## src/rtl/irq_rtr_pkg.sv

```systemverilog
package irq_rtr_pkg;
  typedef enum logic [1:0] {
    RT_DROP  = 2'd0,
    RT_APPLY = 2'd1,
    RT_FAULT = 2'd2
  } route_kind_e;
endpackage

```

## src/rtl/irq_rtr_resolve.sv

```systemverilog
module irq_rtr_resolve
  import irq_rtr_pkg::*;
#(
  parameter int NUM_SRC  = 12,
  parameter int SRC_W    = 4,
  parameter int LINE_W   = 8,
  parameter int PIN_BASE = 8,
  parameter logic [NUM_SRC-1:0] LOW_MAX_MASK = 12'h02C,
  parameter int LOW_MAX  = 14,
  parameter int HIGH_MAX = 15
) (
  input  logic [SRC_W-1:0]  src,
  input  logic [LINE_W-1:0] line,
  input  logic [7:0]        byte_a,
  input  logic [7:0]        byte_bc,
  input  logic [7:0]        byte_d,
  output route_kind_e       kind,
  output logic [LINE_W-1:0] target
);
  localparam logic [LINE_W-1:0] OFF_ALL = '1;
  localparam logic [LINE_W-1:0] CASCADE = LINE_W'(2);

  logic unused_cfg;
  assign unused_cfg = &{1'b0, byte_a[3:0], byte_d[3:0]};

  logic              in_range;
  logic [LINE_W-1:0] limit;

  always_comb begin
    in_range = (src < SRC_W'(NUM_SRC));
    target   = line;
    if (src == SRC_W'(PIN_BASE))          target = LINE_W'(byte_a[7:4]);
    else if (src == SRC_W'(PIN_BASE + 1)) target = LINE_W'(byte_bc[3:0]);
    else if (src == SRC_W'(PIN_BASE + 2)) target = LINE_W'(byte_bc[7:4]);
    else if (src == SRC_W'(PIN_BASE + 3)) target = LINE_W'(byte_d[7:4]);

    limit = LINE_W'(HIGH_MAX);
    if (in_range && LOW_MAX_MASK[src]) limit = LINE_W'(LOW_MAX);

    if (!in_range)                                  kind = RT_DROP;
    else if (target == '0 || target == OFF_ALL)     kind = RT_DROP;
    else if (target == CASCADE || target > limit)   kind = RT_FAULT;
    else                                            kind = RT_APPLY;
  end
endmodule

```

## src/rtl/irq_rtr_live.sv

```systemverilog
module irq_rtr_live #(
  parameter int NUM_SRC = 12,
  parameter int SRC_W   = 4
) (
  input  logic               clk,
  input  logic               rst,
  input  logic               upd,
  input  logic [SRC_W-1:0]   src,
  input  logic               level,
  output logic [NUM_SRC-1:0] live_nx
);
  logic [NUM_SRC-1:0] live_q;

  always_comb begin
    live_nx = live_q;
    if (upd && src < SRC_W'(NUM_SRC)) live_nx[src] = level;
  end

  always_ff @(posedge clk) begin
    if (rst) live_q <= '0;
    else     live_q <= live_nx;
  end
endmodule

```

## src/rtl/irq_rtr_bank.sv

```systemverilog
module irq_rtr_bank #(
  parameter int NUM_IRQ = 16,
  parameter int NUM_SRC = 12,
  parameter int SRC_W   = 4,
  parameter int IRQ_W   = 4
) (
  input  logic               clk,
  input  logic               rst,
  input  logic               apply,
  input  logic [IRQ_W-1:0]   irq,
  input  logic [SRC_W-1:0]   src,
  input  logic               level,
  input  logic [NUM_SRC-1:0] live_nx,
  output logic [NUM_IRQ-1:0] irq_out
);
  logic [NUM_SRC-1:0] sel;
  assign sel = NUM_SRC'(1) << src;

  for (genvar k = 0; k < NUM_IRQ; k++) begin : g_line
    logic [NUM_SRC-1:0] map_q;
    logic [NUM_SRC-1:0] map_d;
    logic               hot_q;

    always_comb begin
      map_d = map_q;
      if (apply && irq == IRQ_W'(k)) begin
        map_d = (map_q & ~sel) | (level ? sel : '0);
        map_d = map_d & live_nx;
      end
    end

    always_ff @(posedge clk) begin
      if (rst) begin
        map_q <= '0;
        hot_q <= 1'b0;
      end else begin
        map_q <= map_d;
        hot_q <= |map_d;
      end
    end

    assign irq_out[k] = hot_q;
  end
endmodule

```

## src/rtl/irq_router.sv

```systemverilog
module irq_router
  import irq_rtr_pkg::*;
#(
  parameter int NUM_IRQ  = 16,
  parameter int NUM_SRC  = 12,
  parameter int SRC_W    = 4,
  parameter int LINE_W   = 8,
  parameter int PIN_BASE = 8,
  parameter logic [NUM_SRC-1:0] LOW_MAX_MASK = 12'h02C,
  parameter int LOW_MAX  = 14,
  parameter int HIGH_MAX = 15
) (
  input  logic               clk,
  input  logic               rst,
  input  logic               evt_valid,
  input  logic               evt_level,
  input  logic [SRC_W-1:0]   evt_src,
  input  logic [LINE_W-1:0]  evt_line,
  input  logic [7:0]         rt_byte_a,
  input  logic [7:0]         rt_byte_bc,
  input  logic [7:0]         rt_byte_d,
  output logic [NUM_IRQ-1:0] isa_irq,
  output logic               fault_valid,
  output logic [SRC_W-1:0]   fault_src
);
  localparam int IRQ_W = $clog2(NUM_IRQ);

  route_kind_e        kind;
  logic [LINE_W-1:0]  target;
  logic [NUM_SRC-1:0] live_nx;
  logic               apply;
  logic               fault_d;

  irq_rtr_resolve #(
    .NUM_SRC(NUM_SRC), .SRC_W(SRC_W), .LINE_W(LINE_W), .PIN_BASE(PIN_BASE),
    .LOW_MAX_MASK(LOW_MAX_MASK), .LOW_MAX(LOW_MAX), .HIGH_MAX(HIGH_MAX)
  ) u_resolve (
    .src(evt_src), .line(evt_line), .byte_a(rt_byte_a), .byte_bc(rt_byte_bc),
    .byte_d(rt_byte_d), .kind(kind), .target(target)
  );

  irq_rtr_live #(.NUM_SRC(NUM_SRC), .SRC_W(SRC_W)) u_live (
    .clk(clk), .rst(rst), .upd(evt_valid), .src(evt_src),
    .level(evt_level), .live_nx(live_nx)
  );

  assign apply   = evt_valid && (kind == RT_APPLY);
  assign fault_d = evt_valid && (kind == RT_FAULT);

  logic unused_hi;
  assign unused_hi = &{1'b0, target[LINE_W-1:IRQ_W]};

  irq_rtr_bank #(
    .NUM_IRQ(NUM_IRQ), .NUM_SRC(NUM_SRC), .SRC_W(SRC_W), .IRQ_W(IRQ_W)
  ) u_bank (
    .clk(clk), .rst(rst), .apply(apply), .irq(target[IRQ_W-1:0]),
    .src(evt_src), .level(evt_level), .live_nx(live_nx), .irq_out(isa_irq)
  );

  always_ff @(posedge clk) begin
    if (rst) begin
      fault_valid <= 1'b0;
      fault_src   <= '0;
    end else begin
      fault_valid <= fault_d;
      if (fault_d) fault_src <= evt_src;
    end
  end
endmodule

```

## config.mk

```make
export PLATFORM = sky130hd
export DESIGN_NAME = irq_router
export DESIGN_NICKNAME = d
export VERILOG_FILES = /design/src/rtl/irq_rtr_pkg.sv /design/src/rtl/irq_rtr_resolve.sv /design/src/rtl/irq_rtr_live.sv /design/src/rtl/irq_rtr_bank.sv /design/src/rtl/irq_router.sv
export SDC_FILE = /design/constraint.sdc
export NUM_CORES = 1
export LEC_CHECK = 0
export BUFFER_PORTS_ARGS = -buffer_cell sky130_fd_sc_hd__buf_2
export CAP_MARGIN = 30
export CELL_PAD_IN_SITES_DETAIL_PLACEMENT = 0
export CELL_PAD_IN_SITES_GLOBAL_PLACEMENT = 1
export CORE_MARGIN = 2
export CORE_UTILIZATION = 30
export CTS_CLUSTER_DIAMETER = 80
export DETAILED_ROUTE_END_ITERATION = 10
export GPL_ROUTABILITY_DRIVEN = 0
export PLACE_DENSITY = 0.6
export SETUP_SLACK_MARGIN = 0.5
export SLEW_MARGIN = 20
export SYNTH_ARGS = -nofsm -noshare
export SYNTH_HDL_FRONTEND = slang
export SYNTH_SLANG_ARGS = --single-unit
export TNS_END_PERCENT = 5
```

## constraint.sdc

```tcl
create_clock -name clk -period 5.6 [get_ports clk]
set_input_delay 1.68 -clock clk [delete_from_list [all_inputs] [get_ports clk]]
set_output_delay 1.68 -clock clk [all_outputs]
set_load 0.005 [all_outputs]
```

## Yosys cells after proc, flatten, opt, wreduce, memory -nomap -nowiden

Memory sizes are Yosys's and may differ from the RTL's.
Index checks and enable logic that the tools add are counted.

- Latch bits: 0
- Word-level logic and storage cells: 184
- Output and inout port bits: 21
- Input bits: 40
- Memories: 1
- Bits in read-only memories: 16
- Flip-flop bits (word level): 225
- RAM bits: 0

Memories:

| name | depth | bits a word | rd ports | clocked after memory_dff | wr ports | RTL line | text |
|---|---|---|---|---|---|---|---|
| (name not given) | 16 | 1 | 1 | 0 | 0 | irq_rtr_resolve.sv:38 | `if (in_range && LOW_MAX_MASK[src]) limit = LINE_W'(LOW_MAX);` |

- Order comparisons: 4
- Eq/ne operators: 23
- Add/sub/neg operators: 0
- Bitwise logic cells: 49
- Reduce and logical (&&, ||, !) cells: 41
- Shift-type cells: 1
- Multiplexer cells: 30
- $mul: 0
- Div/mod/pow operators: 0

Operators by type and width:

| cell | count |
|---|---|
| 12-bit bitwise AND | 32 |
| 12-bit two-way mux | 18 |
| 12-bit OR | 16 |
| 12-bit OR reduction | 16 |
| 4-bit equality test (second input constant) | 12 |
| 8-bit two-way mux | 4 |
| 1-bit logical AND | 21 |
| 4-bit by 3-bit equality test with 1-bit output (second input constant) | 4 |
| 12-bit bitwise mux | 1 |
| 12-bit inverter | 1 |
| 1-bit by 4-bit << shifter with 12-bit output (first input constant) | 1 |
| 4-bit by 2-bit equality test with 1-bit output (second input constant) | 2 |
| 8-bit by 2-bit equality test with 1-bit output (second input constant) | 1 |
| 8-bit equality test (second input constant) | 1 |
| 8-bit by 4-bit greater-than comparator with 1-bit output | 1 |
| 8-bit zero test | 1 |
| 2-bit two-way mux | 3 |
| 4-bit by 5-bit less-than comparator with 1-bit output (second input constant) | 1 |
| 1-bit demux with 4-bit select | 1 |
| 4-bit by 1-bit equality test with 1-bit output (second input constant) | 1 |
| 4-bit by 1-bit >= comparator with 1-bit output (second input constant) | 1 |
| 4-bit zero test | 1 |
| 4-bit less-than comparator (second input constant) | 1 |
| 1-bit two-way mux | 3 |
| other kinds (3) | 4 |

## Longest topological paths before layout

- Depth after elaboration: 15
- Gate-level depth with buffers: 15
- Mapped depth without buffers: 12

## Modules after synthesis

A second synthesis with hierarchy kept.

- Cells, all modules: 1260
- Area, all modules: 11136.9 um^2

Modules (own cells, without submodules):

| module | cells each | area an instance (um^2) | times used | seq. area each (um^2) |
|---|---|---|---|---|
| irq_rtr_bank | 1117 | 9839.4 | 1 | 4164.0 |
| irq_rtr_live | 71 | 700.7 | 1 | 240.2 |
| irq_rtr_resolve | 50 | 372.9 | 1 | 0.0 |
| irq_router | 22 | 224.0 | 1 | 100.1 |

## Least setup slack after synthesis

No wires, ideal clock.

- Kind: input-to-reg
- From: in evt_src[0]
- To: reg u_bank.g_line[14].hot_q
- Setup slack: 752 ps
- Required time: 5460 ps
- Path buffers: 3
- Arrival time: 4708 ps
- Cell stages on the path: 14
- Cells stage by stage: or4b_1 -> buf_2 -> nor2_4 -> nor2_2 -> inv_2 -> clkbuf_1 -> ha_1 -> nor2_1 -> or4_1 -> buf_2 -> nor2_1 -> nand3_1 -> a2111oi_0 -> a41oi_1

- Cells in the longest elaborated chain, start to end: 15

Ends and longest elaborated chain:

| item | RTL line | text |
|---|---|---|
| start: declaration | irq_router.sv:17 | `input logic [SRC_W-1:0] evt_src,` |
| branches (longest 13 deep; another with 8-bit by 4-bit greater-than comparator with 1-bit output) | -- |  |
| 12-bit two-way mux * | irq_rtr_bank.sv:26 | `if (apply && irq == IRQ_W'(k)) begin` |
| 12-bit OR reduction * | irq_rtr_bank.sv:38 | `hot_q <= \|map_d;` |
| end signal: assignment | irq_rtr_bank.sv:38 |  |
| end: declaration | irq_rtr_bank.sv:22 | `logic hot_q;` |

Mark *: on every way between the ends. The select of a mux whose other input is x is not followed.
A chain may end at the register's enable or synchronous reset.

## Final worst setup path

- From: in evt_src[3]
- To: reg u_bank.g_line[14].hot_q

The elaborated chain is that of the path after synthesis.

==> run_results.csv <==
group,metric,value,unit
run_status,status,"completed",
layout,multi_input_area,5330,um2
clock_network,clock_sinks,225,
pwr,p_per_area,303,nW/um2
routing,drt-total-wl,38800,um
logic_synthesis,synth.distinct_cells,60,
logic_synthesis,synth-simple-area-share,23.0,%
layout,num-fill-cells,3551,
worst_setup_path,worstPathRequired,5980,ps
grt,antenna_found_initial,0,
sta,hold_viol_final,0,
routing,drtIter0Drc,892,
logic_synthesis,syn_nets,1241,
routing,via_count,9589,
place,dp_hpwl,24400,um
routing,wl_per_cell,22.8,um
layout,design_area,12100,um2
grt,grt_max_degree,126,
pwr,power.leakage,4.24,nW
logic_synthesis,synth_area,10400,um2
logic_synthesis,synth_mux_area_share,0.386,%
clock_network,cts-htree-levels,1,
logic_synthesis,syn_inst,1200,
place,dpl_cell_area,11200,um2
layout,fin_util,35.3,%
logic_synthesis,yosys.area_share.xor_xnor,0,%
layout,diodes,0,
layout,layout_common_cells,"dfxtp_1, nor2b_1, nor2_1",
worst_setup_path,crit_type,"in2reg",
logic_synthesis,async_flop_share,0,%
clock_network,clock_latency,540,ps
worst_setup_path,critical_path.endpoint_type,"flip-flop",
floorplanning,fp.dieW,190,um
place,port_buffers,52,
worst_hold_path,hp-class,"reg2reg",
worst_setup_path,arrival,5070,ps
layout,fin_nets,1270,
sta,setup_violations,0,
layout,area_growth,16.5,%
logic_synthesis,synth_edf_count,0,
grt,grt_usage,21.3,%
clock_network,clk_pin_slew,60,ps
layout,layout-drive-gt1-share,14.2,%
worst_setup_path,cp-start-kind,"input pin",
grt,grt_overflow,0,
grt,grt_pass1_wl,58400,um
clock_network,cts_buffers,27,
clock_network,postCtsSetupBuffers,0,
layout,layout_commonest_cell,"dfxtp_1",
routing,first_pass_iters,5,
sta,relSlewSlack,35.7,%
logic_synthesis,synth_compound_area_share,27.5,%
grt,grt_pass1_vias,9102,
clock_network,cts_tree,"done",
sta,finClkSkew,17.8,ps
pwr,peakVddDrop,0.000187,V
sta,rsz0062_at_grt,"no",
logic_synthesis,ys_ff_latch,225,
clock_network,clockBufferDepth,3,
routing,drtAntennaViolNets,0,
job,maxCapViolations,0,
sta,period_share,83.9,%
sta,worstMarginPinSlew,959,ps
logic_synthesis,ys_seq_area_share,43.4,%
worst_setup_path,cp_max_fo,16,
floorplanning,initial_core_util,30.3,%
floorplanning,dieHeight,190,um
logic_synthesis,synthAdderAreaFrac,0.121,%
floorplanning,dieArea,36100,um2
sta,final.setup.tns,0,ps
logic_synthesis,synth_top_family_by_area,"compound AO/OA/AOI/OAI gates",
floorplanning,core.rowCount,68,
floorplanning,core-area,34300,um2
clock_network,cts_resized,0,
sta,clock.fmax,213,MHz
floorplanning,io_pins,61,
sta,finalWorstPathRequiredPeriod,4700,ps
layout,final-seq-area,4500,um2
routing,post_drt_via_cell_ratio,5.63,
clock_network,cts_root_buf,"clkbuf_16",
logic_synthesis,synth_warnings,0,
logic_synthesis,syn_area_per_cell,8.65,um2
logic_synthesis,synth_ff_type,"dfxtp_1",
clock_network,cts_hold_buf,0,
sta,finalMaxSlewViolations,0,
routing,drc,0,
-- metal layers --
metal | global-route usage (%) | share of wire [%]
met5 | 0 | 0
met1 | 29.2 | 46
met4 | 7.72 | 4.1
met3 | 2.93 | 4.9
met2 | 34.3 | 45
-- path summary, 6_finish.rpt --
check,start,endpoint,slack [ps],cells past startpoint
max,evt_src[3],u_bank.g_line[14].hot_q$_SDFF_PP0_,900,13
min,u_bank.g_line[2].map_q[7]$_SDFF_PP0_,u_bank.g_line[2].map_q[7]$_SDFF_PP0_,470,1
max reg2reg,u_live.live_q[0]$_SDFF_PP0_,u_bank.g_line[3].hot_q$_SDFF_PP0_,3240,8
min reg2reg,u_bank.g_line[2].map_q[7]$_SDFF_PP0_,u_bank.g_line[2].map_q[7]$_SDFF_PP0_,470,1
-- state kept, by name (all words and copies together), names as in the netlist --
register,cells
u_live.live_q,12
fault_src,4
u_bank.g_line.hot_q,16
u_bank.g_line.map_q,192
fault_valid,1
-- worst max-delay path, stage by stage --
cell	delay, ps
buf_2	280
nand2b_1	150
buf_4	180
o211a_1	300
nor2_2	140
inv_2	50
ha_1	260
nor2_1	60
or4_1	760
o31ai_1	340
o21ai_0	160
a2111oi_0	470
a41oi_1	240
-- where the power goes --
part / switching [W] / internal (W) / total (W)
Combinational: 0.000194 / 0.0000565 / 0.000250
Clock: 0.000709 / 0.00110 / 0.00181
Sequential: 0.00000183 / 0.00160 / 0.00161
Total: 0.000905 / 0.00276 / 0.00367
-- cells by family after synthesis --
logic type	count (synthesis)
and+or+nand+nor	449
muxes	4
AOI/OAI and AO/OA	399
buffers and inverters	122
DFF	225
adders and majority gates	1
-- cells in the mapped netlist (all sizes together), types with 3 or more instances --
| cell type | n | area (um2) |
|---|---|---|
| and4 | 4 | 35.0 |
| nor2b | 143 | 895 |
| o21a | 3 | 22.5 |
| a31oi | 5 | 37.5 |
| o41ai | 48 | 420 |
| a21oi | 28 | 140 |
| nor3 | 17 | 95.1 |
| a221oi | 20 | 175 |
| inv | 9 | 33.8 |
| o31ai | 52 | 390 |
| clkbuf | 66 | 248 |
| buf | 47 | 297 |
| a22o | 15 | 131 |
| nand2 | 76 | 285 |
| o31a | 4 | 35.0 |
| a41oi | 16 | 140 |
| and3 | 4 | 25.0 |
| a21o | 3 | 22.5 |
| dfxtp | 225 | 4500 |
| a22oi | 47 | 353 |
| o21ai | 103 | 519 |
| mux2i | 4 | 40.0 |
| o211ai | 16 | 120 |
| o211a | 14 | 140 |
| or3 | 5 | 31.3 |
| nand4 | 13 | 81.3 |
| nor4 | 33 | 206 |
| nor2 | 105 | 422 |
| o221ai | 3 | 26.3 |
| a21boi | 11 | 86.3 |
| nand2b | 15 | 93.8 |
| nand3 | 25 | 143 |
-- stage by stage --
stage	instances	worst slack, ps	total power (W)	hold WS [ps]
final	1704	902	0.00367	467
after global routing	1704	656	0.00378	478
after CTS	1702	944	0.00370	467
after detailed placement	1653	368	0.00189	458
after global placement	1652	334	0.00189	454
after floorplan	1200	752	0.00179	438
-- area by class of cell --
cell class | instances | share of cell area (%)
Clock buffer | 40 | 6.49
Multi-Input combinational cell | 853 | 44.0
Tap cell | 455 | 4.71
Clock inverter | 9 | 1.01
Timing Repair Buffer | 113 | 6.24
Inverter | 9 | 0.279
Sequential cell | 225 | 37.2
Power figures use the tool's default switching activity.
